===== src/rtl/rtc_pkg.sv =====
package rtc_pkg;

    typedef struct packed {
        logic       stop;
        logic [6:0] sec;
        logic [6:0] min;
        logic [5:0] hour;
        logic       cent;
        logic [2:0] wday;
        logic [5:0] date;
        logic [4:0] mon;
        logic [7:0] year;
    } rtc_time_t;

    typedef struct packed {
        logic ctrl;
        logic sec;
        logic min;
        logic hour;
        logic wday;
        logic date;
        logic mon;
        logic year;
    } rtc_ld_t;

    typedef enum logic [2:0] {
        RG_CTRL = 3'd0,
        RG_SEC  = 3'd1,
        RG_MIN  = 3'd2,
        RG_HOUR = 3'd3,
        RG_WDAY = 3'd4,
        RG_DATE = 3'd5,
        RG_MON  = 3'd6,
        RG_YEAR = 3'd7
    } rtc_reg_e;

    localparam int NUM_REGS = 8;

    function automatic logic [7:0] bcd_inc(input logic [7:0] v);
        logic [7:0] r;
        if (v[3:0] == 4'd9) r = {v[7:4] + 4'd1, 4'd0};
        else                r = {v[7:4], v[3:0] + 4'd1};
        return r;
    endfunction

    function automatic logic bcd_ok(input logic [7:0] v);
        return (v[7:4] <= 4'd9) && (v[3:0] <= 4'd9);
    endfunction

    function automatic logic [6:0] bcd_to_bin(input logic [7:0] v);
        return ({3'b000, v[7:4]} * 7'd10) + {3'b000, v[3:0]};
    endfunction

    // Month length as a BCD day count
    function automatic logic [5:0] month_len(input logic [4:0] mon, input logic leap);
        logic [5:0] r;
        case (mon)
            5'h02:                      r = leap ? 6'h29 : 6'h28;
            5'h04, 5'h06, 5'h09, 5'h11: r = 6'h30;
            default:                    r = 6'h31;
        endcase
        return r;
    endfunction

endpackage


===== src/rtl/rtc_wr_decode.sv =====
module rtc_wr_decode
    import rtc_pkg::*;
#(
    parameter int              ADDR_W    = 13,
    parameter logic [ADDR_W-1:0] BASE_ADDR = 13'h1FF8
) (
    input  logic              wr_en,
    input  logic [ADDR_W-1:0] addr,
    input  logic [7:0]        wdata,
    output logic              hit,
    output logic [2:0]        idx,
    output rtc_ld_t           ld
);
    localparam logic [ADDR_W-1:0] LAST_ADDR = BASE_ADDR + ADDR_W'(NUM_REGS - 1);

    logic [ADDR_W-1:0]   offs;
    logic [NUM_REGS-1:0] fld_ok;
    logic [NUM_REGS-1:0] fld_sel;

    assign offs = addr - BASE_ADDR;
    assign hit  = (addr >= BASE_ADDR) && (addr <= LAST_ADDR);
    assign idx  = offs[2:0];

    always_comb begin
        fld_ok          = '0;
        fld_ok[RG_CTRL] = 1'b1;
        fld_ok[RG_SEC]  = bcd_ok({1'b0, wdata[6:0]}) && (wdata[6:4] <= 3'd5);
        fld_ok[RG_MIN]  = bcd_ok({1'b0, wdata[6:0]}) && (wdata[6:4] <= 3'd5);
        fld_ok[RG_HOUR] = bcd_ok({2'b00, wdata[5:0]}) && (wdata[5:0] <= 6'h23);
        fld_ok[RG_WDAY] = (wdata[2:0] <= 3'd6);
        fld_ok[RG_DATE] = bcd_ok({2'b00, wdata[5:0]}) && (wdata[5:0] >= 6'h01)
                          && (wdata[5:0] <= 6'h31);
        fld_ok[RG_MON]  = bcd_ok({3'b000, wdata[4:0]}) && (wdata[4:0] >= 5'h01)
                          && (wdata[4:0] <= 5'h12);
        fld_ok[RG_YEAR] = bcd_ok(wdata);
    end

    for (genvar g = 0; g < NUM_REGS; g++) begin : g_sel
        assign fld_sel[g] = wr_en && hit && (idx == 3'(g)) && fld_ok[g];
    end

    always_comb begin
        ld      = '0;
        ld.ctrl = fld_sel[RG_CTRL];
        ld.sec  = fld_sel[RG_SEC];
        ld.min  = fld_sel[RG_MIN];
        ld.hour = fld_sel[RG_HOUR];
        ld.wday = fld_sel[RG_WDAY];
        ld.date = fld_sel[RG_DATE];
        ld.mon  = fld_sel[RG_MON];
        ld.year = fld_sel[RG_YEAR];
    end

endmodule


===== src/rtl/rtc_time_core.sv =====
module rtc_time_core
    import rtc_pkg::*;
#(
    parameter int YEAR_BIAS = 0
) (
    input  logic      clk,
    input  logic      rst_n,
    input  logic      tick,
    input  rtc_ld_t   ld,
    input  logic [7:0] wdata,
    output rtc_time_t time_q
);
    localparam logic [1:0] BIAS_MOD4 = 2'(YEAR_BIAS % 4);

    rtc_time_t t_d, t_q;
    logic [6:0] yr_bin;
    logic       leap;
    logic [5:0] mlen;
    logic [7:0] sec_nx, min_nx, hour_nx, date_nx, mon_nx, year_nx;

    assign yr_bin  = bcd_to_bin(t_q.year);
    assign leap    = ((yr_bin[1:0] + BIAS_MOD4) == 2'b00);
    assign mlen    = month_len(t_q.mon, leap);
    assign sec_nx  = bcd_inc({1'b0, t_q.sec});
    assign min_nx  = bcd_inc({1'b0, t_q.min});
    assign hour_nx = bcd_inc({2'b00, t_q.hour});
    assign date_nx = bcd_inc({2'b00, t_q.date});
    assign mon_nx  = bcd_inc({3'b000, t_q.mon});
    assign year_nx = bcd_inc(t_q.year);

    always_comb begin
        t_d = t_q;
        if (tick && !t_q.stop) begin
            if (t_q.sec != 7'h59) begin
                t_d.sec = sec_nx[6:0];
            end else begin
                t_d.sec = 7'h00;
                if (t_q.min != 7'h59) begin
                    t_d.min = min_nx[6:0];
                end else begin
                    t_d.min = 7'h00;
                    if (t_q.hour != 6'h23) begin
                        t_d.hour = hour_nx[5:0];
                    end else begin
                        t_d.hour = 6'h00;
                        t_d.wday = (t_q.wday >= 3'd6) ? 3'd0 : t_q.wday + 3'd1;
                        if (t_q.date < mlen) begin
                            t_d.date = date_nx[5:0];
                        end else begin
                            t_d.date = 6'h01;
                            if (t_q.mon != 5'h12) begin
                                t_d.mon = mon_nx[4:0];
                            end else begin
                                t_d.mon  = 5'h01;
                                t_d.year = (t_q.year == 8'h99) ? 8'h00 : year_nx;
                            end
                        end
                    end
                end
            end
        end
        // accepted writes override the tick result for their field
        if (ld.sec) begin
            t_d.sec  = wdata[6:0];
            t_d.stop = wdata[7];
        end
        if (ld.min)  t_d.min  = wdata[6:0];
        if (ld.hour) t_d.hour = wdata[5:0];
        if (ld.wday) begin
            t_d.wday = wdata[2:0];
            t_d.cent = wdata[6];
        end
        if (ld.date) t_d.date = wdata[5:0];
        if (ld.mon)  t_d.mon  = wdata[4:0];
        if (ld.year) t_d.year = wdata;
    end

    always_ff @(posedge clk) begin
        if (!rst_n) begin
            t_q      <= '0;
            t_q.date <= 6'h01;
            t_q.mon  <= 5'h01;
        end else begin
            t_q <= t_d;
        end
    end

    assign time_q = t_q;


    sec_bcd_chk: assert property (@(posedge clk) disable iff (!rst_n)
        (t_q.sec[3:0] <= 4'd9) && (t_q.sec[6:4] <= 3'd5));


    sec_adv_chk: assert property (@(posedge clk) disable iff (!rst_n)
        (tick && !t_q.stop && (ld == '0)) |=> (t_q.sec != $past(t_q.sec)));


    frozen_chk: assert property (@(posedge clk) disable iff (!rst_n)
        (t_q.stop && (ld == '0)) |=> $stable(t_q));


    cal_range_chk: assert property (@(posedge clk) disable iff (!rst_n)
        (t_q.date >= 6'h01) && (t_q.date <= 6'h31) && (t_q.mon >= 5'h01)
        && (t_q.mon <= 5'h12) && (t_q.wday <= 3'd6));


    hour_load_chk: assert property (@(posedge clk) disable iff (!rst_n)
        ld.hour |=> (t_q.hour <= 6'h23));

endmodule


===== src/rtl/rtc_bcd_regs.sv =====
module rtc_bcd_regs
    import rtc_pkg::*;
#(
    parameter int                ADDR_W    = 13,
    parameter logic [ADDR_W-1:0] BASE_ADDR = 13'h1FF8,
    parameter int                YEAR_BIAS = 0
) (
    input  logic              clk,
    input  logic              rst_n,
    input  logic              tick_1hz,
    input  logic              wr_en,
    input  logic [ADDR_W-1:0] addr,
    input  logic [7:0]        wdata,
    output logic [7:0]        rdata,
    output logic [6:0]        tm_sec,
    output logic [6:0]        tm_min,
    output logic [5:0]        tm_hour,
    output logic [2:0]        tm_wday,
    output logic [5:0]        tm_date,
    output logic [4:0]        tm_mon,
    output logic [7:0]        tm_year,
    output logic              clk_stopped
);
    localparam logic [7:0] CTRL_CLR = 8'hA0;
    localparam logic [7:0] CTRL_SET = 8'h90;

    logic      hit;
    logic [2:0] idx;
    rtc_ld_t   ld;
    rtc_time_t tq;
    logic [7:0] ctrl_d, ctrl_q;

    rtc_wr_decode #(.ADDR_W(ADDR_W), .BASE_ADDR(BASE_ADDR)) u_dec (
        .wr_en (wr_en),
        .addr  (addr),
        .wdata (wdata),
        .hit   (hit),
        .idx   (idx),
        .ld    (ld)
    );

    rtc_time_core #(.YEAR_BIAS(YEAR_BIAS)) u_core (
        .clk    (clk),
        .rst_n  (rst_n),
        .tick   (tick_1hz),
        .ld     (ld),
        .wdata  (wdata),
        .time_q (tq)
    );

    always_comb begin
        ctrl_d = ctrl_q;
        if (ld.ctrl) ctrl_d = (wdata & ~CTRL_CLR) | CTRL_SET;
    end

    always_ff @(posedge clk) begin
        if (!rst_n) ctrl_q <= 8'h00;
        else        ctrl_q <= ctrl_d;
    end

    always_comb begin
        rdata = 8'hFF;
        if (hit) begin
            case (rtc_reg_e'(idx))
                RG_CTRL: rdata = ctrl_q;
                RG_SEC:  rdata = {tq.stop, tq.sec};
                RG_MIN:  rdata = {1'b0, tq.min};
                RG_HOUR: rdata = {2'b00, tq.hour};
                RG_WDAY: rdata = {1'b0, tq.cent, 3'b000, tq.wday};
                RG_DATE: rdata = {2'b00, tq.date};
                RG_MON:  rdata = {3'b000, tq.mon};
                RG_YEAR: rdata = tq.year;
                default: rdata = 8'hFF;
            endcase
        end
    end

    assign tm_sec      = tq.sec;
    assign tm_min      = tq.min;
    assign tm_hour     = tq.hour;
    assign tm_wday     = tq.wday;
    assign tm_date     = tq.date;
    assign tm_mon      = tq.mon;
    assign tm_year     = tq.year;
    assign clk_stopped = tq.stop;


    ctrl_fix_chk: assert property (@(posedge clk) disable iff (!rst_n)
        ld.ctrl |=> (ctrl_q[7] && ctrl_q[4] && !ctrl_q[5]));


    unmapped_chk: assert property (@(posedge clk) disable iff (!rst_n)
        !hit |-> (rdata == 8'hFF));

endmodule


===== config.mk =====
export PLATFORM = sky130hd
export DESIGN_NAME = rtc_bcd_regs
export DESIGN_NICKNAME = d
export VERILOG_FILES = /design/src/rtl/rtc_pkg.sv /design/src/rtl/rtc_wr_decode.sv /design/src/rtl/rtc_time_core.sv /design/src/rtl/rtc_bcd_regs.sv
export SDC_FILE = /design/constraint.sdc
export NUM_CORES = 1
export LEC_CHECK = 0
export BUFFER_PORTS_ARGS = -buffer_cell sky130_fd_sc_hd__buf_2
export CORE_MARGIN = 1
export CORE_UTILIZATION = 50
export CTS_BUF_LIST = sky130_fd_sc_hd__clkbuf_8
export CTS_CLUSTER_DIAMETER = 200
export DETAILED_ROUTE_END_ITERATION = 8
export PLACE_DENSITY = 0.73
export SETUP_SLACK_MARGIN = 0.15
export SYNTH_ARGS = -nofsm -noshare
export SYNTH_HDL_FRONTEND = slang
export SYNTH_SLANG_ARGS = --single-unit

===== constraint.sdc =====
create_clock -name clk -period 3.34 [get_ports clk]
set_input_delay 0.334 -clock clk [delete_from_list [all_inputs] [get_ports clk]]
set_output_delay 0.334 -clock clk [all_outputs]
set_load 0.05 [all_outputs]

==> results.yml <==
drt:
  wire_per_inst_um: 19.2
  via_per_inst: 6.47
  ant_nets: 0
  route.detailed.drc: 0
  routed_wl_um: 12500
  drt-initial-drc-count: 497
  dr.pass1.iters: 6
  vias: 4223
cts:
  clock_latency_ps: 320
  clkTransAtPathRegs_ps: 100
  post_cts_buffers: 0
  cts.sinks: 50
  h-tree-depth: 2
  cts_tree: "yes"
  cts-root-buf: "clkbuf_8"
  cts_resized: 0
  cts_buffer_depth: 2
  holdBufCountCts: 0
  numCtsBuffers: 5
critical_path:
  cp.required_ps: 3590
  critPathMaxFanout: 13
  r2r_slack_ps: 490
  reg2reg_to: "u_core.time_q[15]$_SDFFE_PN0P_"
  worst-path-buf-inv: 1
  crit_arrival_ps: 3100
  cp-end-kind: "register"
  cp_cell_sequence: "nor3_1, nor2b_1, inv_1, ha_1, a21oi_1, o211ai_1, o31a_1, or4_1, a31oi_1"
  crit-reg2reg-launch: "u_core.time_q[8]$_SDFFE_PN1P_"
  cp-start-kind: "register"
  rr_worst_depth: 9
  worstSetupPathType: "register to register"
  crit_family: "simple AND/OR/NAND/NOR gates"
  crit_path_max_incr_delay_ps: 550
  cp_slowest_cell: "or4_1"
synth:
  synth_nets: 578
  netlist.area_leader.share_pct: 23.8
  synth-simple-area-share_pct: 27.0
  synth.avg_cell_area_um2: 7.82
  yosys_register_bits: 50
  yosys.area.top_type: "dfxtp_1"
  async_flop_share_pct: 0
  synth_top_family_by_area: "simple AND/OR/NAND/NOR gates"
  synth_cells: 538
  synth_area_um2: 4210
  synthDistinctLibCells: 69
  muxShareOfSynthArea_pct: 7.76
  ys_seq_area_share_pct: 23.8
  synthAdderAreaFrac_pct: 4.46
  synth-xor-area-share_pct: 2.29
  ys_warn_count: 0
  synth-main-ff-cell: "dfxtp_1"
  synthTopCellsByArea: "dfxtp_1, buf_4, ha_1, mux2i_1, o21ai_0"
  synth_compound_gate_area_share_pct: 22.0
  synth_edf_count: 0
die:
  start_util_pct: 51.5
  core-area_um2: 8180
  std_cell_rows: 33
  io_pins: 76
  die_x_um: 93.8
  dieHeight_um: 93.8
  dieArea_um2: 8790
power_and_ir_drop:
  power.leakage_nw: 1.70
  p_per_area_nw_per_um2: 271
  p_int_uw: 881
  p_seq_share_pct: 50.3
  p_sw_uw: 319
  switching_share_pct: 26.6
  clkPwrFrac_pct: 39.9
  vdd_ir_drop_max_uv: 179
  p_comb_share_pct: 9.8
sta:
  hold_ws_ps: 301
  finalMaxSlewViolations: 0
  maxSlewHeadroom_pct: 47.9
  rsz0062_at_grt: "no"
  worstMarginPinSlew_ps: 775
  setup_viol: 0
  max_clock_freq_mhz: 351
  finalCritPeriodShare_pct: 85.4
  fin_setup_tns_ps: 0
  period_minus_slack_ps: 2850
  finClkSkew_ps: 10.2
  finalHoldViolCount: 0
worst_hold_path:
  hold_path.class: "input pin to register"
  min-delay-start: "wdata[7]"
  holdPathEnd: "u_core.time_q[43]$_SDFFE_PN0P_"
  min_path_cells: 3
placed_design:
  post-dp-hpwl_um: 9090
  place_congestion: 0.921
  placement.io_buffers: 75
cells_and_area:
  num_antenna_cells: 0
  fin_nets: 587
  drive_above_1_share_pct: 19.5
  area_growth_syn_to_layout_pct: 5.20
grt:
  grt_antenna_before_repair: 0
  grt_use_total_pct: 28.8
  grt_pass1_vias: 3816
  grt_pass1_wl_um: 19800
  grt_max_degree: 26
  overflow: 0
outcome:
  status: "finished, final reports clean"
run:
  maxCapViolCount: 0
==> cells in the final DEF (no fill, tap or decap), drive strengths merged, types with 4 or more instances in the layout <==
cell / n
o31ai: 5
nor3: 18
mux4: 6
a211oi: 22
a31oi: 12
nor3b: 4
buf: 83
nor2: 43
o21a: 9
o211ai: 7
clkbuf: 6
or4: 9
inv: 19
nand2: 36
nor4b: 4
o21ai: 35
o311ai: 4
and3: 8
nand3: 21
dfxtp: 50
a311oi: 4
a21oi: 13
nand2b: 6
nor2b: 10
xnor2: 6
ha: 15
xor2: 5
nand4: 14
and2: 7
nor4: 7
mux2i: 18
==> how the worst max path moves through the flow <==
stage | startpoint | to | slack [ps] | depth (start not counted)
2_1_floorplan | addr[0] | rdata[7] | 230 | 4
3_3_place_gp | u_core.time_q[8]$_SDFFE_PN1P_ | u_core.time_q[15]$_SDFFE_PN0P_ | 630 | 9
3_5_place_dp | u_core.time_q[8]$_SDFFE_PN1P_ | u_core.time_q[15]$_SDFFE_PN0P_ | 530 | 9
4_1_cts | u_core.time_q[8]$_SDFFE_PN1P_ | u_core.time_q[15]$_SDFFE_PN0P_ | 510 | 9
5_1_grt | u_core.time_q[8]$_SDFFE_PN1P_ | u_core.time_q[15]$_SDFFE_PN0P_ | 310 | 9
6_report | u_core.time_q[8]$_SDFFE_PN1P_ | u_core.time_q[15]$_SDFFE_PN0P_ | 490 | 9
==> final cells by class <==
cell class | instances | area, µm²
Sequential cell | 50 | 1000
Timing Repair Buffer | 83 | 435
Fill cell | 807 | 3750
Tap cell | 105 | 131
Clock buffer | 6 | 82.6
Inverter | 18 | 67.6
Multi-Input combinational cell | 389 | 2670
Clock inverter | 2 | 38.8
==> per-layer routing <==
layer / share of wire (%) / track usage (%) / wire length (µm)
met5: 0 / 0 / 0
met4: 2.5 / 9.36 / 318
met3: 8.5 / 4.45 / 1060
met2: 45 / 45.8 / 5670
met1: 44 / 39.7 / 5480
==> worst register-to-register path, cell delays in order, from the launching register on <==
cell      delay, ps
dfxtp_1         440
nor3_1          280
nor2b_1         220
inv_1            70
ha_1            280
a21oi_1         170
o211ai_1        160
o31a_1          470
or4_1           550
a31oi_1         160
==> synth_stat cells (all sizes together) (5+ instances only) <==
master,instances
mux4,6
xor2,5
nand4,14
nand2b,6
o21ai,35
or4,9
a21oi,13
a31oi,12
dfxtp,50
inv,18
o211ai,7
buf,50
clkbuf,31
mux2i,18
nor2,43
xnor2,6
and2,7
nor2b,10
nor4,7
and3,8
o31ai,5
nor3,18
ha,15
nand2,36
a211oi,22
nand3,21
o21a,9
==> logic make-up (layout without fill, tap and decap cells) <==
| family | Yosys count | after routing |
|---|---|---|
| compound gates | 135 | 135 |
| mux | 25 | 25 |
| xor+xnor | 11 | 11 |
| flops | 50 | 50 |
| simple gates | 203 | 203 |
| buf+inv | 99 | 109 |
| fa+ha+maj | 15 | 15 |
==> sequential cells by signal (all words and copies together) (netlist names) <==
| signal | flops |
|---|---|
| u_core.time_q | 44 |
| ctrl_q | 6 |
==> power groups by stage <==
stage | combinational (mW) | sequential [mW] | clock (mW)
floorplan | 0.0766 | 0.615 | 0
global placement | 0.113 | 0.617 | 0
detailed placement | 0.114 | 0.617 | 0
CTS | 0.114 | 0.603 | 0.480
global route | 0.124 | 0.604 | 0.500
finish | 0.117 | 0.603 | 0.479
==> per-stage QoR <==
| stage | power (mW) | cell area, µm² | worst slack (ps) | util [%] | cells |
|---|---|---|---|---|---|
| 2_1_floorplan | 0.692 | 4210 | 230 | - | 538 |
| 3_3_place_gp | 0.730 | 4310 | 625 | 52.7 | 645 |
| 3_5_place_dp | 0.731 | 4310 | 527 | 52.7 | 645 |
| 4_1_cts | 1.20 | 4430 | 508 | 54.2 | 653 |
| 5_1_grt | 1.23 | 4430 | 314 | 54.2 | 653 |
| 6_report | 1.20 | 4430 | 487 | 54.2 | 653 |
No activity file was read; power rests on OpenSTA's default activity.
